## src/rtl/status_regs_pkg.sv

```systemverilog
// Package: shared layout constants and types for the status register block.
// Assumes a status word whose meaningful bits all sit in the low 16 bits.
package status_regs_pkg;

    // Bit positions inside the status word (neighbouring logic decodes these).
    localparam int POS_C   = 0;
    localparam int POS_IE  = 6;
    localparam int POS_SM  = 7;
    localparam int POS_BC  = 8;
    localparam int POS_BIE = 14;
    localparam int POS_BSM = 15;

    // Control register numbers.
    localparam int CRID_STATUS = 0;
    localparam int CRID_COND   = 1;
    localparam int CRID_ISP    = 2;
    localparam int CRID_USP    = 3;
    localparam int CRID_BKPC   = 6;

    // Stack bank indices.
    localparam int BANK_ISP = 0;
    localparam int BANK_USP = 1;
    localparam int NUM_BANKS = 2;

    // One set of mode bits, used for the live and the backup field.
    typedef struct packed {
        logic sm;
        logic ie;
        logic c;
    } mode_bits_t;

    // Assemble the 16-bit status image from live and backup fields.
    function automatic logic [15:0] pack_status(mode_bits_t live, mode_bits_t bkup);
        logic [15:0] img;
        img          = '0;
        img[POS_C]   = live.c;
        img[POS_IE]  = live.ie;
        img[POS_SM]  = live.sm;
        img[POS_BC]  = bkup.c;
        img[POS_BIE] = bkup.ie;
        img[POS_BSM] = bkup.sm;
        return img;
    endfunction

endpackage

```

## src/rtl/status_word.sv

```systemverilog
// Module: status_word
// Holds the live and backup mode bits. Resolves coincident events by fixed
// priority: exception entry, then return, then a register write, then the
// bit-modify port. Assumes the caller has already decoded the register
// write strobe and extracted the six meaningful bits of the write data.
module status_word
    import status_regs_pkg::*;
(
    input  logic       clk,
    input  logic       rst_n,
    input  logic       enter_i,
    input  logic       return_i,
    input  logic       wr_en_i,
    input  mode_bits_t wr_live_i,
    input  mode_bits_t wr_bkup_i,
    input  logic       mod_en_i,
    input  logic       mod_set_i,
    input  mode_bits_t mod_mask_i,
    output mode_bits_t live_o,
    output mode_bits_t bkup_o
);

    mode_bits_t live_q, live_d;
    mode_bits_t bkup_q, bkup_d;

    // Next-state selection by event priority.
    always_comb begin
        live_d = live_q;
        bkup_d = bkup_q;
        if (enter_i) begin
            bkup_d    = live_q;
            live_d.sm = 1'b0;
            live_d.ie = 1'b0;
        end else if (return_i) begin
            live_d = bkup_q;
        end else if (wr_en_i) begin
            live_d = wr_live_i;
            bkup_d = wr_bkup_i;
        end else if (mod_en_i) begin
            if (mod_set_i) begin
                live_d = live_q | mod_mask_i;
            end else begin
                live_d = live_q & ~mod_mask_i;
            end
        end
    end

    // State registers; backups are cleared too so simulation carries no X.
    always_ff @(posedge clk) begin
        if (!rst_n) begin
            live_q <= '0;
            bkup_q <= '0;
        end else begin
            live_q <= live_d;
            bkup_q <= bkup_d;
        end
    end

    assign live_o = live_q;
    assign bkup_o = bkup_q;

endmodule

```

## src/rtl/stack_bank.sv

```systemverilog
// Module: stack_bank
// Two banked stack pointers. Each is reachable directly through its own
// control-register strobe, or through register 15 when the select bit
// picks it. A direct write beats a register-15 write to the same bank.
// Assumes the select input is the registered stack select bit.
module stack_bank
    import status_regs_pkg::*;
#(
    parameter int XLEN = 32
) (
    input  logic                 clk,
    input  logic                 rst_n,
    input  logic                 sel_user_i,
    input  logic                 r15_we_i,
    input  logic [XLEN-1:0]      r15_wdata_i,
    input  logic [NUM_BANKS-1:0] dir_we_i,
    input  logic [XLEN-1:0]      dir_wdata_i,
    output logic [XLEN-1:0]      isp_o,
    output logic [XLEN-1:0]      usp_o,
    output logic [XLEN-1:0]      r15_o
);

    logic [NUM_BANKS-1:0][XLEN-1:0] sp_all;

    for (genvar b = 0; b < NUM_BANKS; b++) begin : g_bank
        logic [XLEN-1:0] sp_q;
        logic            r15_hit;

        // This bank is the register-15 target when the select bit matches it.
        assign r15_hit = r15_we_i && (sel_user_i == (b == BANK_USP));

        // Stack pointer storage with direct-write priority.
        always_ff @(posedge clk) begin
            if (!rst_n) begin
                sp_q <= '0;
            end else if (dir_we_i[b]) begin
                sp_q <= dir_wdata_i;
            end else if (r15_hit) begin
                sp_q <= r15_wdata_i;
            end
        end

        assign sp_all[b] = sp_q;
    end

    assign isp_o = sp_all[BANK_ISP];
    assign usp_o = sp_all[BANK_USP];

    // Register-15 view follows the current select bit.
    always_comb begin
        r15_o = sel_user_i ? sp_all[BANK_USP] : sp_all[BANK_ISP];
    end

endmodule

```

## src/rtl/backup_pc.sv

```systemverilog
// Module: backup_pc
// Saves a program counter on exception entry (fault or next PC by type)
// and also accepts a control-register write. Bit 0 is never stored as 1.
// Presents the word-aligned return address at all times. Entry beats a
// register write in the same cycle.
module backup_pc #(
    parameter int XLEN = 32
) (
    input  logic            clk,
    input  logic            rst_n,
    input  logic            enter_i,
    input  logic            use_next_i,
    input  logic [XLEN-1:0] fault_pc_i,
    input  logic [XLEN-1:0] next_pc_i,
    input  logic            wr_en_i,
    input  logic [XLEN-1:0] wr_data_i,
    output logic [XLEN-1:0] bpc_o,
    output logic [XLEN-1:0] ret_pc_o
);

    localparam logic [XLEN-1:0] LSB_CLR  = {{(XLEN-1){1'b1}}, 1'b0};
    localparam logic [XLEN-1:0] WORD_CLR = {{(XLEN-2){1'b1}}, 2'b00};

    logic [XLEN-1:0] bpc_q;
    logic [XLEN-1:0] save_pc;

    // Choose the PC to save from the exception type.
    always_comb begin
        save_pc = use_next_i ? next_pc_i : fault_pc_i;
    end

    // Backup PC storage.
    always_ff @(posedge clk) begin
        if (!rst_n) begin
            bpc_q <= '0;
        end else if (enter_i) begin
            bpc_q <= save_pc & LSB_CLR;
        end else if (wr_en_i) begin
            bpc_q <= wr_data_i & LSB_CLR;
        end
    end

    assign bpc_o    = bpc_q;
    assign ret_pc_o = bpc_q & WORD_CLR;

endmodule

```

## src/rtl/cpu_status_regs.sv

```systemverilog
// Module: cpu_status_regs (top)
// Status word with backup field, read-only carry mirror, banked stack
// pointers behind register 15, and backup PC. Decodes the control-register
// port, routes strobes to the three storage units and muxes read data.
// Assumes the core never relies on the contents of unused register numbers.
module cpu_status_regs
    import status_regs_pkg::*;
#(
    parameter int XLEN  = 32,
    parameter int CRN_W = 3
) (
    input  logic             clk,
    input  logic             rst_n,
    input  logic             cr_we,
    input  logic [CRN_W-1:0] cr_sel,
    input  logic [XLEN-1:0]  cr_wdata,
    output logic [XLEN-1:0]  cr_rdata,
    input  logic             r15_we,
    input  logic [XLEN-1:0]  r15_wdata,
    output logic [XLEN-1:0]  r15_rdata,
    input  logic             psw_mod_en,
    input  logic             psw_mod_set,
    input  logic [7:0]       psw_mod_mask,
    input  logic             exc_enter,
    input  logic             exc_resume_next,
    input  logic [XLEN-1:0]  exc_fault_pc,
    input  logic [XLEN-1:0]  exc_next_pc,
    input  logic             exc_return,
    output logic [XLEN-1:0]  resume_pc
);

    localparam logic [CRN_W-1:0] SEL_STATUS = CRN_W'(CRID_STATUS);
    localparam logic [CRN_W-1:0] SEL_COND   = CRN_W'(CRID_COND);
    localparam logic [CRN_W-1:0] SEL_ISP    = CRN_W'(CRID_ISP);
    localparam logic [CRN_W-1:0] SEL_USP    = CRN_W'(CRID_USP);
    localparam logic [CRN_W-1:0] SEL_BKPC   = CRN_W'(CRID_BKPC);

    mode_bits_t           live_q, bkup_q;
    mode_bits_t           wr_live, wr_bkup, mod_mask;
    logic                 we_status, we_bkpc;
    logic [NUM_BANKS-1:0] we_sp;
    logic [XLEN-1:0]      isp_q, usp_q, bpc_q;
    logic [4:0]           unused_mask_bits;

    // Decode the control-register write strobes.
    always_comb begin
        we_status          = cr_we && (cr_sel == SEL_STATUS);
        we_bkpc            = cr_we && (cr_sel == SEL_BKPC);
        we_sp              = '0;
        we_sp[BANK_ISP]    = cr_we && (cr_sel == SEL_ISP);
        we_sp[BANK_USP]    = cr_we && (cr_sel == SEL_USP);
    end

    // Extract the meaningful status bits from write data and modify mask.
    always_comb begin
        wr_live.c   = cr_wdata[POS_C];
        wr_live.ie  = cr_wdata[POS_IE];
        wr_live.sm  = cr_wdata[POS_SM];
        wr_bkup.c   = cr_wdata[POS_BC];
        wr_bkup.ie  = cr_wdata[POS_BIE];
        wr_bkup.sm  = cr_wdata[POS_BSM];
        mod_mask.c  = psw_mod_mask[POS_C];
        mod_mask.ie = psw_mod_mask[POS_IE];
        mod_mask.sm = psw_mod_mask[POS_SM];
    end

    // Mask positions 1..5 name no status bit and are dropped.
    assign unused_mask_bits = psw_mod_mask[5:1];

    status_word u_status (
        .clk        (clk),
        .rst_n      (rst_n),
        .enter_i    (exc_enter),
        .return_i   (exc_return),
        .wr_en_i    (we_status),
        .wr_live_i  (wr_live),
        .wr_bkup_i  (wr_bkup),
        .mod_en_i   (psw_mod_en),
        .mod_set_i  (psw_mod_set),
        .mod_mask_i (mod_mask),
        .live_o     (live_q),
        .bkup_o     (bkup_q)
    );

    stack_bank #(.XLEN(XLEN)) u_stack (
        .clk         (clk),
        .rst_n       (rst_n),
        .sel_user_i  (live_q.sm),
        .r15_we_i    (r15_we),
        .r15_wdata_i (r15_wdata),
        .dir_we_i    (we_sp),
        .dir_wdata_i (cr_wdata),
        .isp_o       (isp_q),
        .usp_o       (usp_q),
        .r15_o       (r15_rdata)
    );

    backup_pc #(.XLEN(XLEN)) u_bkpc (
        .clk        (clk),
        .rst_n      (rst_n),
        .enter_i    (exc_enter),
        .use_next_i (exc_resume_next),
        .fault_pc_i (exc_fault_pc),
        .next_pc_i  (exc_next_pc),
        .wr_en_i    (we_bkpc),
        .wr_data_i  (cr_wdata),
        .bpc_o      (bpc_q),
        .ret_pc_o   (resume_pc)
    );

    // Control-register read multiplexer; unused numbers read zero.
    always_comb begin
        cr_rdata = '0;
        case (cr_sel)
            SEL_STATUS: cr_rdata = XLEN'(pack_status(live_q, bkup_q));
            SEL_COND:   cr_rdata = XLEN'(live_q.c);
            SEL_ISP:    cr_rdata = isp_q;
            SEL_USP:    cr_rdata = usp_q;
            SEL_BKPC:   cr_rdata = bpc_q;
            default:    cr_rdata = '0;
        endcase
    end

endmodule

```

## config.mk

```make
export PLATFORM = sky130hd
export DESIGN_NAME = cpu_status_regs
export DESIGN_NICKNAME = d
export VERILOG_FILES = /design/src/rtl/status_regs_pkg.sv /design/src/rtl/status_word.sv /design/src/rtl/stack_bank.sv /design/src/rtl/backup_pc.sv /design/src/rtl/cpu_status_regs.sv
export SDC_FILE = /design/constraint.sdc
export NUM_CORES = 1
export LEC_CHECK = 0
export ABC_AREA = 1
export CAP_MARGIN = 20
export CORE_ASPECT_RATIO = 1.1
export CORE_MARGIN = 8
export CORE_UTILIZATION = 35
export CTS_BUF_LIST = sky130_fd_sc_hd__clkbuf_16
export DETAILED_ROUTE_END_ITERATION = 12
export GPL_TIMING_DRIVEN = 0
export PLACE_DENSITY = 0.74
export SLEW_MARGIN = 10
export SYNTH_ARGS = -nofsm -noshare
export SYNTH_HDL_FRONTEND = slang
export SYNTH_HIERARCHICAL = 1
export SYNTH_SLANG_ARGS = --single-unit
```

## constraint.sdc

```tcl
create_clock -name clk -period 2.7 [get_ports clk]
set_clock_uncertainty 0.2 [all_clocks]
set_input_delay 0.81 -clock clk [delete_from_list [all_inputs] [get_ports clk]]
set_output_delay 0.81 -clock clk [all_outputs]
set_load 0.005 [all_outputs]
```

==> results_dict.tcl <==
set metrics [dict create \
    status "complete, but fails checks" \
    violations "setup timing" \
    placed_area_sq_um 10000 \
    irDropWorstVdd_mv 0.309 \
    drcViolationCount 0 \
    grt_use_met1 0.298 \
    dieArea_sq_um 25900 \
    wire_per_inst_microns 18.0 \
    critPathLaunchType "input pin" \
    grt_pass1_wl_microns 50300 \
    whs_ns 0.342 \
    placedCellCount 1807 \
    multi_input_comb_area_sq_um 4320 \
    cts.sinks 101 \
    worstMarginPinSlew_ns 0.739 \
    grt_busiest_layer "met2" \
    io_pins 244 \
    hp-class "flop to flop" \
    max_freq_ghz 0.356 \
    fp.dieH_microns 168 \
    p_leak_uw 0.00576 \
    regArea_sq_um 2030 \
    die_w_microns 154 \
    crit_fanout 7 \
    cp-startpoint "cr_sel[1]" \
    start_util 0.357 \
    core_area_sq_um 20600 \
    wirelength_microns 33500 \
    cts-buffers-inserted 9 \
    reg2reg_depth 5 \
    path_class "input pin to output pin" \
    fillers 2057 \
    synth_area_per_cell_sq_um 5.59 \
    clk_pin_slew_ns 0.06 \
    grt_max_degree 15 \
    finalMaxSlewViolations 0 \
    met3_usage 0.0571 \
    fin_area_sq_um 11000 \
    ctsHtreeMaxLevel 3 \
    ant_nets 0 \
    arrival_ns 1.80 \
    area_growth_pct 49.5 \
    viasPerCell 5.16 \
    required_ns 1.69 \
    port_buffers 232 \
    antenna_cells 0 \
    finalSetupTns_ns -1.03 \
    rsz0062_at_grt "true" \
    stdcell_count 1860 \
    synth_cell_type_count 29 \
    postLayoutSetupSlackWorst_ns -0.107 \
    slew_headroom 0.508 \
    grt-ovfl-total 0 \
    maxCapViolations 0 \
    worstSkewPairLatency_ns 0.35 \
    setup.worst_path.end "cr_rdata[14]" \
    powerDensity_nw_per_um2 384 \
    syn_area_sq_um 7370 \
    first_pass_iters 6 \
    clockRootBuffer "clkbuf_16" \
    r2r_setup_slack_ns 1.15 \
    gp_congestion 0.918 \
    grt_pass1_vias 9085 \
    hold_viol 0 \
    fp-row-count 55 \
    drt_iter0_markers 1299 \
    clk_path_buf_depth 2 \
    dp_hpwl_microns 23800 \
    r2r-end "u_stack/isp_o[10]" \
    antenna_found_initial 0 \
    synthCells 1317 \
    hp-start "u_bkpc/bpc_o[24]" \
    final.min_clock_period_ns 2.81 \
    cts_tree "yes" \
    ys_seq_elements 101 \
    track_usage 0.246 \
    use_met2 0.400 \
    critPathCaptureType "output pin" \
    vias 9590 \
    nets 1748 \
    setup_viol 21 \
    ys_warn_count 6 \
    drive_gt1_frac 0.161 \
    finalPower_uw 4220 \
    seq_area_frac_synth 0.275 \
    finalCritPeriodShare 1.04 \
]
through the flow:
stage,utilization,setup slack [ns]
4_1_cts,0.521,-0.113
2_1_floorplan,-,0.191
6_report,0.533,-0.107
3_5_place_dp,0.485,-1.14
3_3_place_gp,0.485,-1.11
5_1_grt,0.533,-0.131
synth_stat cells (all sizes together):
cell      n  area, sq um
nor2    149          572
clkbuf   12         46.3
dfxtp   101         2020
nand4    43          269
inv     152          578
a21oi    33          173
nor3b     1         7.51
conb      1         3.75
nor3      1         5.00
clkinv    1         5.00
o21ai    69          345
nand3   102          515
buf     108          652
nand3b   32          240
nor4      1         6.26
nand2   511         1930
layout by cell type (no fill, tap or decap), types with 17 or more instances in the layout:
master	instances
nand2_1	487
clkdlybuf4s50_1	167
nor2_1	145
inv_1	143
dfxtp_1	100
nand3_1	79
buf_2	70
buf_4	58
nand4_1	43
o21ai_0	35
o21ai_1	34
dlygate4sd2_1	32
nand3b_1	32
a21oi_1	31
buf_6	24
nand3_2	19
nand2_2	17
repair_timing:
action | CTS | global route
endpoints found under the setup margin | 102 | 45
setup buffers | 28 | 9
hold buffers | 0 | 0
pin swaps | 22 | 27
cloned | 3 | 1
resized for setup | 271 | 54
routing by layer:
layer  routed length, microns  up-vias  share of wire
met5                        0        -              0
met4                     1720        0          0.051
met3                     3450      125           0.10
met2                    15400      596           0.46
met1                    12900     4270           0.38
li1                         -     4599              -
sequential cells by signal (all words and copies together) (netlist names), named ones only:
signal,flops
u_status/bkup_o,3
u_bkpc/bpc_o,31
u_stack/isp_o,32
u_stack/usp_o,32
kinds of logic (layout without fill, tap and decap cells):
kind of cell / after synthesis / count (layout) / share of synthesized area
simple gates: 840 / 840 / 0.481
buf+inv: 273 / 558 / 0.174
flops: 101 / 101 / 0.275
other cells: 1 / 3 / 0.000509
compound gates: 102 / 102 / 0.0703
critical path, cell delays in order:
cell	delay [ns]
buf_12	0.11
buf_8	0.12
buf_6	0.12
buf_12	0.14
buf_6	0.12
nand4_1	0.09
nand2_1	0.05
inv_1	0.04
nand2_1	0.06
buf_2	0.13
final cells by class:
cell class,instances,share of cell area
multi-input combinational,945,0.392
timing repair buffer,271,0.238
sequential,101,0.184
buffer,119,0.0794
inverter,153,0.0550
tap,256,0.0291
clock buffer,9,0.0205
clock inverter,6,0.00216
where the power goes:
part	switching, uW	internal, uW	total (uW)
combinational	682	659	1340
clock	590	604	1190
sequential	87.8	1600	1690
how the worst min path moves through the flow:
stage	slack, ns	to	cells past startpoint
after floorplan	0.28	u_status/bkup_o[0]	2
after global placement	0.30	u_bkpc/bpc_o[1]	4
after detailed placement	0.32	u_bkpc/bpc_o[1]	4
after CTS	0.34	u_bkpc/bpc_o[1]	4
after global routing	0.38	u_bkpc/bpc_o[24]	4
final	0.34	u_bkpc/bpc_o[24]	4
Power figures use the tool's default switching activity.
